$ cat config.mk
export PLATFORM = sky130hd
export DESIGN_NAME = irq_vector_ctrl
export DESIGN_NICKNAME = d
export VERILOG_FILES = /design/src/rtl/irq_vec_pkg.sv /design/src/rtl/irq_qualify.sv /design/src/rtl/irq_prio_enc.sv /design/src/rtl/irq_vector_ctrl.sv
export SDC_FILE = /design/constraint.sdc
export NUM_CORES = 1
export LEC_CHECK = 0
export CAP_MARGIN = 10
export CORE_MARGIN = 4
export CORE_UTILIZATION = 35
export DETAILED_ROUTE_END_ITERATION = 12
export GPL_TIMING_DRIVEN = 1
export PLACE_DENSITY_LB_ADDON = 0.1
export SLEW_MARGIN = 20
export SYNTH_ARGS = -nofsm -noshare
export SYNTH_HDL_FRONTEND = slang
export SYNTH_SLANG_ARGS = --single-unit
$ cat constraint.sdc
create_clock -name clk -period 1.85 [get_ports clk]
set_input_delay 0.185 -clock clk [delete_from_list [all_inputs] [get_ports clk]]
set_output_delay 0.185 -clock clk [all_outputs]
set_load 0.05 [all_outputs]
$ cat src/rtl/irq_vec_pkg.sv
package irq_vec_pkg;
    localparam int VEC_W    = 16;
    localparam int SER_N    = 5;
    localparam int SER_EN_N = 4;

    typedef struct packed {
        logic             busy;
        logic             stacked;
        logic             take;
        logic             set_lo;
        logic             set_nmi;
        logic [VEC_W-1:0] vec;
    } ivc_state_t;
endpackage

$ cat src/rtl/irq_qualify.sv
module irq_qualify #(
    parameter int NPER  = 13,
    parameter int NSLOT = NPER + 8
) (
    input  logic                          mask_lo,
    input  logic                          mask_nmi,
    input  logic [irq_vec_pkg::SER_N-1:0] ser_req,
    input  logic [irq_vec_pkg::SER_EN_N-1:0] ser_en,
    input  logic [NPER-1:0]               per_req,
    input  logic [NPER-1:0]               per_en,
    input  logic                          irq_req,
    input  logic                          nmi_req,
    input  logic                          soft_req,
    input  logic                          illop_req,
    input  logic                          wdog_req,
    input  logic                          wdog_en,
    input  logic                          clkfail_req,
    input  logic                          clkfail_en,
    input  logic                          rst_req,
    output logic [NSLOT-1:0]              qual
);
    localparam int S_IRQ = NPER + 1;
    localparam int S_NMI = NPER + 2;
    localparam int S_SWT = NPER + 3;
    localparam int S_ILL = NPER + 4;
    localparam int S_WDG = NPER + 5;
    localparam int S_CLK = NPER + 6;
    localparam int S_RST = NPER + 7;

    logic [irq_vec_pkg::SER_N-1:0] ser_gate;
    // overrun and rx-full share the last enable
    assign ser_gate = {ser_en[3], ser_en[3], ser_en[2:0]};
    assign qual[0]  = !mask_lo && |(ser_req & ser_gate);

    for (genvar k = 0; k < NPER; k++) begin : g_per
        assign qual[k+1] = !mask_lo && per_req[k] && per_en[k];
    end

    assign qual[S_IRQ] = !mask_lo && irq_req;
    assign qual[S_NMI] = !mask_nmi && nmi_req;
    assign qual[S_SWT] = soft_req;
    assign qual[S_ILL] = illop_req;
    assign qual[S_WDG] = wdog_req && wdog_en;
    assign qual[S_CLK] = clkfail_req && clkfail_en;
    assign qual[S_RST] = rst_req;
endmodule

$ cat src/rtl/irq_prio_enc.sv
module irq_prio_enc #(
    parameter int N  = 21,
    parameter int IW = $clog2(N)
) (
    input  logic [N-1:0]  req,
    output logic          any,
    output logic [IW-1:0] idx
);
    always_comb begin
        any = 1'b0;
        idx = '0;
        for (int k = 0; k < N; k++) begin
            if (req[k]) begin
                any = 1'b1;
                idx = IW'(k);
            end
        end
    end
endmodule

$ cat src/rtl/irq_vector_ctrl.sv
module irq_vector_ctrl #(
    parameter int          NPER     = 13,
    parameter logic [15:0] VEC_BASE = 16'hFFD6
) (
    input  logic            clk,
    input  logic            rst_n,
    input  logic            mask_lo,
    input  logic            mask_nmi,
    input  logic [4:0]      ser_req,
    input  logic [3:0]      ser_en,
    input  logic [NPER-1:0] per_req,
    input  logic [NPER-1:0] per_en,
    input  logic            irq_req,
    input  logic            nmi_req,
    input  logic            soft_req,
    input  logic            illop_req,
    input  logic            wdog_req,
    input  logic            wdog_en,
    input  logic            clkfail_req,
    input  logic            clkfail_en,
    input  logic            rst_req,
    input  logic            insn_done,
    input  logic            ccr_stacked,
    input  logic            fetch_done,
    output logic            take_pulse,
    output logic            vec_valid,
    output logic [15:0]     vec_addr,
    output logic            set_lo,
    output logic            set_nmi
);
    import irq_vec_pkg::*;

    localparam int NSLOT = NPER + 8;
    localparam int IDXW  = $clog2(NSLOT);

    logic [NSLOT-1:0] qual;
    logic             win_any;
    logic [IDXW-1:0]  win_idx;
    logic [VEC_W-1:0] win_vec;

    irq_qualify #(.NPER(NPER), .NSLOT(NSLOT)) u_qual (
        .mask_lo(mask_lo), .mask_nmi(mask_nmi),
        .ser_req(ser_req), .ser_en(ser_en),
        .per_req(per_req), .per_en(per_en),
        .irq_req(irq_req), .nmi_req(nmi_req),
        .soft_req(soft_req), .illop_req(illop_req),
        .wdog_req(wdog_req), .wdog_en(wdog_en),
        .clkfail_req(clkfail_req), .clkfail_en(clkfail_en),
        .rst_req(rst_req), .qual(qual)
    );

    irq_prio_enc #(.N(NSLOT), .IW(IDXW)) u_enc (
        .req(qual), .any(win_any), .idx(win_idx)
    );

    // two bytes per vector slot
    assign win_vec = VEC_BASE + VEC_W'({win_idx, 1'b0});

    ivc_state_t st_d, st_q;

    always_comb begin
        st_d         = st_q;
        st_d.take    = 1'b0;
        st_d.set_lo  = 1'b0;
        st_d.set_nmi = 1'b0;
        if (!st_q.busy) begin
            if (insn_done && win_any) begin
                st_d.busy    = 1'b1;
                st_d.stacked = 1'b0;
                st_d.take    = 1'b1;
                st_d.vec     = win_vec;
            end
        end else begin
            if (ccr_stacked && !st_q.stacked) begin
                st_d.stacked = 1'b1;
                st_d.set_lo  = 1'b1;
                st_d.set_nmi = nmi_req;
            end
            if (fetch_done) begin
                st_d.busy = 1'b0;
            end
        end
    end

    always_ff @(posedge clk or negedge rst_n) begin
        if (!rst_n) begin
            st_q <= '0;
        end else begin
            st_q <= st_d;
        end
    end

    assign take_pulse = st_q.take;
    assign vec_valid  = st_q.busy;
    assign vec_addr   = st_q.vec;
    assign set_lo     = st_q.set_lo;
    assign set_nmi    = st_q.set_nmi;
endmodule

==> out/qor_table.md, run 1 <==
| Metric | Reported | Unit |
|---|---|---|
| Max H-tree Level | 1 | - |
| Number of placed instances, taps included | 230 | - |
| End point of the critical path | vec_addr[4] | - |
| Number of different library cells in the post-synthesis netlist | 42 | - |
| Highest-count cells in the layout ignoring fill and taps | buf_4, clkdlybuf4s50_1, dlymetal6s2s_1, dfrtp_1, nand2_2 | - |
| Result of the run | finished, final reports clean | - |
| # nets final | 264 | - |
| Worst min path class | in -> reg | - |
| Clock tree skew after final layout | 0.00191 | ns |
| Pwr dens | 670 | nW/um^2 |
| Root buf cell | clkbuf_4 | - |
| Data arrival at the endpoint of the critical path | 2.01 | ns |
| Initial standard-cell utilization of the core | 36.9 | % |
| Worst-path clk slew | 0.07 | ns |
| Static leakage power | 1.14 | nW |
| Net count after synthesis | 172 | - |
| Cell area after synthesis | 1020 | sq um |
| Final routed wirelength across all metal layers | 3410 | microns |
| Number of buffers created by CTS | 3 | - |
| Reg2reg end | vec_addr[4] | - |
| Largest net degree at the start of global routing | 13 | - |
| Async set or reset register ratio after synthesis | 100 | % |
| Core box area | 2760 | sq um |
| Worst-margin pin slew | 0.519 | ns |
| Average via count per standard cell | 5.03 | - |
| Global route overflow | 0 | - |
| Placement row count | 19 | - |
| Leading post-synthesis cells by cell area | dfrtp_1, buf_4, nand2_1 | - |
| Aggregate global-route resource usage | 15.1 | % |
| Number of sinks driven by the clock tree | 12 | - |
| Maximum vdd drop | 0.953 | mV |
| I/O pin total | 71 | - |
| Synth top area share | 29.5 | % |
| Die X-Extent | 61.9 | microns |
| Total die area | 3830 | sq um |
| Critical path data required time | 2.05 | ns |
| Predominant post-synthesis flop cell | dfrtp_1 | - |
| Longest Clk Path Bufs | 2 | - |
| Number of storage elements in the synthesis netlist | 12 | - |
| Number of iterations in the first detailed-routing pass | 4 | - |
| Weighted congestion at the end of routability-driven global placement | 0.765 | - |
| Syn. warnings | 0 | - |
| Synth Area per Inst | 8.48 | sq um |
| Port-buffer cells | 69 | - |
| Setup slack of the most critical reg-to-reg path | 0.27 | ns |
| Pwr Total | 0.00143 | W |
| Max-slew violation total from the final report | 0 | - |
| Crit path launch | per_en[6] | - |
| Average wire length per cell after detail routing | 14.1 | microns |
| Most common cell after layout, fill and taps aside | buf_4 | - |
| Worst slew slack as a fraction of its limit | 65.3 | % |
| Number of hold buffers added after cts | 0 | - |
| Number of global-route vias before repair | 1127 | - |
| Aggregate negative setup slack | 0 | ns |
| First DRT Iteration DRCs | 19 | - |
| R2r worst-path depth | 3 | - |
| Max Clk Rate | 0.555 | GHz |
| Worst reg2reg startpoint | vec_valid | - |
| Post-DP HPWL | 2420 | microns |
| Die height | 61.9 | microns |
| Number of flops mapped to enable cells by yosys | 0 | - |
| Worst setup path category | in -> reg | - |
| Min Clock Period, post-route | 1.80 | ns |
| Worst-path fanout max | 3 | - |
| Final cell count without fillers | 242 | - |
| Final hold violation count | 0 | - |
| Startpoint types | input port | - |
| Latest clock arrival within the worst-skew pair | 0.28 | ns |
| Sequential share of the synthesized area | 29.5 | % |
| Initial antenna violation count | 0 | - |
| Critical path capture point type | flip-flop | - |
| Share of the core filled with cells | 77.2 | % |
| P&R area growth vs syn | 109 | % |
| Number of standard cells after synthesis | 120 | - |
| Final cycle utilization of the critical path | 97.4 | % |
| Clock tree from TritonCTS | yes | - |
| Setup repair after global routing missed its margin | true | - |
| Global-route wire length before repair | 4350 | microns |
| Vias | 1218 | - |
| Final routed DRC violation total | 0 | - |
| Remaining antenna violation count after routing | 0 | - |
| Fin area | 2130 | sq um |
| Final count of negative-setup-slack endpoints | 0 | - |
| Biggest area consumer among synthesized cells | dfrtp_1 | - |
| Filler instances | 207 | - |
| Instance area after placement | 1800 | sq um |
| Number of violations of the max-capacitance limit | 0 | - |
| Antenna diode instance count | 0 | - |
| Fraction of layout cells with a size suffix above 1 | 38.4 | % |
-- worst min-delay path by stage --
stage,cells past startpoint,slack [ns],endpoint,from
2_1_floorplan,0,-0.11,set_lo,rst_n
3_3_place_gp,1,0.42,set_lo,st_q[19]
3_5_place_dp,1,0.43,set_lo,st_q[19]
4_1_cts,1,0.27,vec_addr[4],rst_n
5_1_grt,2,0.25,set_nmi,nmi_req
6_report,2,0.23,set_nmi,nmi_req
-- state kept, by name (all words and copies together) (netlist names) --
| name | flops |
|---|---|
| st_q | 1 |
| set_nmi | 1 |
| take_pulse | 1 |
| vec_valid | 1 |
| set_lo | 1 |
| vec_addr | 7 |
-- stage by stage --
stage / setup WS, ns / hold slack, ns
6_report: 0.0482 / 0.230
5_1_grt: -0.0624 / 0.249
4_1_cts: 0.000586 / 0.270
3_5_place_dp: -0.429 / 0.430
3_3_place_gp: -0.353 / 0.423
2_1_floorplan: 0.0795 / -0.111
-- synthesized netlist by cell type (3+ instances only) --
cell / instances
buf_4: 16
a21o_1: 4
nand3_1: 5
nand2b_1: 3
o21ai_0: 4
a21oi_1: 7
nand2_1: 17
inv_1: 8
dfrtp_1: 12
nor2_1: 4
-- cell type report --
class | instances | area [sq um] | share of cell area (%)
inverter | 9 | 33.8 | 1.59
sequential | 12 | 300 | 14.1
clock buffer | 4 | 36.3 | 1.70
tap | 31 | 38.8 | 1.82
multi-input combinational | 82 | 702 | 33.0
timing repair buffer | 104 | 1020 | 47.8
-- logic make-up after synthesis --
family,synth area share (%)
AO/OA/AOI/OAI,27.7
AND/OR/NAND/NOR,19.8
XOR/XNOR,0.861
adder cells (fa/ha/maj),1.23
other,0.369
buffers and inverters,17.3
flip-flops,29.5
multiplexers,3.20
-- layer usage --
metal,track usage [%],vias up,share of wire [%]
li1,-,597,-
met1,15.9,569,36
met2,29.3,44,56
met3,1.86,8,5.8
met4,7.27,0,2.1
met5,0,-,0
-- repair_timing --
action,CTS,global route
setup endpoints to repair,6,8
resized for setup,15,53
hold endpoints to repair,0,0
setup buffers,4,2
cloned,1,1
pin swaps,9,25
-- report_power, final --
part           total, W  internal (W)  leakage [nW]  switching (W)
combinational  0.000866      0.000370         0.984       0.000496
sequential     0.000349      0.000310         0.139      0.0000396
clock          0.000211      0.000120        0.0210      0.0000914
total           0.00143      0.000799          1.14       0.000627
-- worst max-delay path, stage by stage --
cell	delay, ns
clkdlybuf4s50_1	0.48
nand2_2	0.07
a21oi_2	0.12
a21o_1	0.13
a21oi_2	0.08
buf_4	0.13
buf_4	0.12
buf_4	0.12
buf_4	0.13
a2111o_1	0.37
o221ai_2	0.06
Note: power is estimated with default switching activity, not from simulation.
==> run 2, diff against run 1 <==
--- a/config.mk
+++ b/config.mk
@@ -9,6 +9,7 @@
 export CORE_MARGIN = 4
 export CORE_UTILIZATION = 35
 export DETAILED_ROUTE_END_ITERATION = 12
+export GPL_ROUTABILITY_DRIVEN = 0
 export GPL_TIMING_DRIVEN = 1
 export PLACE_DENSITY_LB_ADDON = 0.1
 export SLEW_MARGIN = 20
==> results of run 2 <==
The final DEF is identical to that of run 1; final timing and power are the same.
==> run 3, diff against run 2 <==
--- a/config.mk
+++ b/config.mk
@@ -5,9 +5,10 @@
 export SDC_FILE = /design/constraint.sdc
 export NUM_CORES = 1
 export LEC_CHECK = 0
+export ABC_AREA = 1
 export CAP_MARGIN = 10
 export CORE_MARGIN = 4
-export CORE_UTILIZATION = 35
+export CORE_UTILIZATION = 34
 export DETAILED_ROUTE_END_ITERATION = 12
 export GPL_ROUTABILITY_DRIVEN = 0
 export GPL_TIMING_DRIVEN = 1
==> out/qor_table.md, run 3 <==
| Metric | Reported | Unit | vs previous |
|---|---|---|---|
| Result of the run | finished, final reports clean | - | unchanged |
| Remaining antenna violation count after routing | 0 | - | unchanged |
| Die X-Extent | 61.9 | microns | about the same |
| Compound-Gate Fraction of Synth Area | 13.4 | % | was 27.7% |
| Setup slack of the most critical reg-to-reg path | 0.75 | ns | was 0.27 ns |
| Initial antenna violation count | 0 | - | unchanged |
| Min Clock Period, post-route | 1.75 | ns | was 1.80 ns |
| Number of iterations in the first detailed-routing pass | 3 | - | was 4 |
| Net count after synthesis | 196 | - | was 172 |
| Post-DP HPWL | 2220 | microns | was 2420 microns |
| Core box area | 2760 | sq um | unchanged |
| Pwr dens | 711 | nW/um^2 | was 670 nW/um^2 |
| Number of different library cells in the post-synthesis netlist | 29 | - | was 42 |
| Cell with the most instances after synthesis | nand2_1 | - | unchanged |
| Worst-path fanout max | 3 | - | unchanged |
| Number of global-route vias before repair | 1170 | - | was 1127 |
| Cell area after synthesis | 988 | sq um | was 1020 sq um |
| Critical path data required time | 2.01 | ns | was 2.05 ns |
| Longest Clk Path Bufs | 2 | - | unchanged |
| Predominant post-synthesis flop cell | dfrtp_1 | - | unchanged |
| Post-synthesis share of cell area spent on full adders, half adders and majority gates | 1.27 | % | was 1.23% |
| Final count of negative-setup-slack endpoints | 0 | - | unchanged |
| P&R area growth vs syn | 83.8 | % | was 109% |
| Critical path capture point type | flip-flop | - | unchanged |
| Async set or reset register ratio after synthesis | 100 | % | unchanged |
| Global route overflow | 0 | - | unchanged |
| Syn. warnings | 0 | - | unchanged |
| Leading post-synthesis cells by cell area | dfrtp_1, nand2_1, buf_4 | - | was dfrtp_1, buf_4, nand2_1 |
| Number of buffers created by CTS | 3 | - | unchanged |
| Number of sinks driven by the clock tree | 12 | - | unchanged |
| Clock tree from TritonCTS | yes | - | unchanged |
| Final cycle utilization of the critical path | 94.7 | % | was 97.4% |
| Port-buffer cells | 69 | - | unchanged |
| Worst-margin pin slew | 0.527 | ns | was 0.519 ns |
| Startpoint types | input port | - | unchanged |
| Flip-flop count of the largest register after layout | 7 | - | unchanged |
| Average via count per standard cell | 4.61 | - | was 5.03 |
| Largest net degree at the start of global routing | 13 | - | unchanged |
| Synth top area share | 30.4 | % | was 29.5% |
| Share of the core filled with cells | 65.9 | % | was 77.2% |
| Latest clock arrival within the worst-skew pair | 0.27 | ns | was 0.28 ns |
| Number of flops mapped to enable cells by yosys | 0 | - | unchanged |
| Worst slew slack as a fraction of its limit | 64.8 | % | was 65.3% |
| Worst min path class | in -> async | - | was in -> reg |
| Combined buffer and inverter count along the critical path | 5 | - | unchanged |
| Worst-path clk slew | 0.07 | ns | about the same |
| Fraction of layout cells with a size suffix above 1 | 30.7 | % | was 38.4% |
| Multiplexer area fraction after synthesis | 0 | % | was 3.20% |
| Leading post-synthesis cells by instance count | nand2_1, buf_4, inv_1 | - | was nand2_1, buf_4, dfrtp_1 |
| Post-Place Setup Slack | -0.533 | ns | was -0.429 ns |
| Setup repair after global routing missed its margin | false | - | was true |
| Average wire length per cell after detail routing | 10.7 | microns | was 14.1 microns |
| Main combinational cell family by area after synthesis | simple AND/OR/NAND/NOR gates | - | was compound AO/OA/AOI/OAI gates |
| Final routed DRC violation total | 0 | - | unchanged |
| Number of storage elements in the synthesis netlist | 12 | - | unchanged |
| Biggest area consumer among synthesized cells | dfrtp_1 | - | unchanged |
| Setup WS post-layout | 0.0977 | ns | was 0.0482 ns |
| Die height | 61.9 | microns | about the same |
| Cell-by-cell trace of the critical path | clkdlybuf4s50_1 -> inv_1 -> or2_2 -> nand2_2 -> buf_4 -> o21ai_1 -> a21oi_2 -> inv_1 -> ha_4 -> inv_2 -> a21oi_2 -> a22o_1 | - | was clkdlybuf4s50_1 -> nand2_2 -> a21oi_2 -> a21o_1 -> a21oi_2 -> buf_4 -> buf_4 -> buf_4 -> buf_4 -> a2111o_1 -> o221ai_2 |
| First DRT Iteration DRCs | 37 | - | was 19 |
| Crit-path leading delay family | buffers and inverters | - | unchanged |
| Vias | 1180 | - | was 1218 |
| Number of violations of the max-capacitance limit | 0 | - | unchanged |
| Antenna diode instance count | 0 | - | unchanged |
| Static leakage power | 0.947 | nW | was 1.14 nW |
| Data arrival at the endpoint of the critical path | 1.91 | ns | was 2.01 ns |
| I/O pin total | 71 | - | unchanged |
| Max-slew violation total from the final report | 0 | - | unchanged |
| Initial standard-cell utilization of the core | 35.8 | % | was 36.9% |
| Most common cell after layout, fill and taps aside | clkdlybuf4s50_1 | - | was buf_4 |
| Area share of xor/xnor cells in the synthesized design | 0 | % | was 0.861% |
| Slowest Stage Delay on Critical Path | 0.45 | ns | was 0.48 ns |
| Final routed wirelength across all metal layers | 2750 | microns | was 3410 microns |
| # nets final | 279 | - | was 264 |
| Final hold violation count | 0 | - | unchanged |
| Highest-count cells in the layout ignoring fill and taps | clkdlybuf4s50_1, nand2_1, buf_4, inv_1, dfrtp_1 | - | was buf_4, clkdlybuf4s50_1, dlymetal6s2s_1, dfrtp_1, nand2_2 |
| Number of standard cells after synthesis | 144 | - | was 120 |
| Worst setup path category | in -> reg | - | unchanged |
| Simple-Gate Fraction of Synth Area | 34.9 | % | was 19.8% |
| Placement row count | 19 | - | unchanged |
| Clock tree skew after final layout | 0.000683 | ns | was 0.00191 ns |
| Max H-tree Level | 1 | - | unchanged |
| Synth Area per Inst | 6.86 | sq um | was 8.48 sq um |
| Max Clk Rate | 0.571 | GHz | was 0.555 GHz |
| Total die area | 3830 | sq um | about the same |
| Filler instances | 243 | - | was 207 |
| Root buf cell | clkbuf_4 | - | unchanged |
| Global-route wire length before repair | 4400 | microns | was 4350 microns |
| Sequential share of the synthesized area | 30.4 | % | was 29.5% |
| Cell with the biggest individual delay on the critical path | clkdlybuf4s50_1 | - | unchanged |
| Maximum vdd drop | 0.884 | mV | was 0.953 mV |
| Aggregate global-route resource usage | 15.3 | % | was 15.1% |
[run 3: cell count changes in the layout (fill, tap and decap cells not counted), moves of 4 or more]
cell / previous run / this run
nand3_2: 1 / 5
clkdlybuf4s50_1: 29 / 45
dlymetal6s2s_1: 28 / 4
nand2_1: 7 / 42
buf_4: 38 / 34
clkbuf_2: 0 / 5
nor2_1: 4 / 9
inv_1: 8 / 12
[run 3: worst register-to-register path, stage by stage (launching register included)]
cell and delay, ns:
dfrtp_1 0.38, inv_1 0.15, nand3_4 0.13, buf_4 0.16, a21o_1 0.17
[run 3: final timing paths]
check                                from            to  depth (start not counted)
worst min register to register   st_q[19]       set_nmi                          1
min in group clk                 st_q[19]       set_nmi                          1
max in group asynchronous           rst_n   vec_addr[4]                          1
worst max-delay path              nmi_req   vec_addr[5]                         12
worst min-delay path                rst_n       set_nmi                          1
worst max register to register  vec_valid  vec_addr[14]                          4
[run 3: cell families (layout without fill, tap and decap cells)]
kind of cell / after synthesis / in the layout
AOI/OAI and AO/OA: 20 / 20
adders and majority gates: 1 / 1
buffers and inverters: 33 / 114
DFF: 12 / 12
other: 1 / 1
and+or+nand+nor: 77 / 77
[run 3: area by class of cell]
cell class,instances,area [sq um],area share (%)
clock buffer,3,22.5,1.24
multi-input combinational,99,541,29.8
sequential,12,300,16.5
timing repair buffer,95,852,46.9
inverter,16,62.6,3.44
tap,31,38.8,2.13
[run 3: per-stage QoR]
stage | std cells | cell area (sq um) | power [W] | setup TNS, ns | hold slack (ns)
3_5_place_dp | 245 | 1700 | 0.00112 | -3.69 | 0.455
3_3_place_gp | 245 | 1700 | 0.00111 | -3.51 | 0.446
2_1_floorplan | 144 | 988 | 0.000901 | 0 | -0.111
4_1_cts | 255 | 1780 | 0.00129 | 0 | 0.270
5_1_grt | 256 | 1820 | 0.00137 | 0 | 0.289
6_report | 256 | 1820 | 0.00129 | 0 | 0.261
[run 3: what timing repair did]
action                     CTS  global route
hold buffers                 0             0
gates cloned                 0             0
pin swaps                   16            19
resized for setup           17            33
setup endpoints to repair    8             9
buffers inserted             7             1
[run 3: per-layer routing]
metal | global-route usage, % | wire, microns
met5 | 0 | 0
met4 | 8.18 | 70
met2 | 30.0 | 1490
met3 | 2.07 | 184
met1 | 15.2 | 1010
[run 3: report_power, final]
group	switching, W	internal (W)	leakage (nW)
registers	0.0000345	0.000308	0.142
clock network	0.0000797	0.0000753	0.0138
logic	0.000477	0.000317	0.791
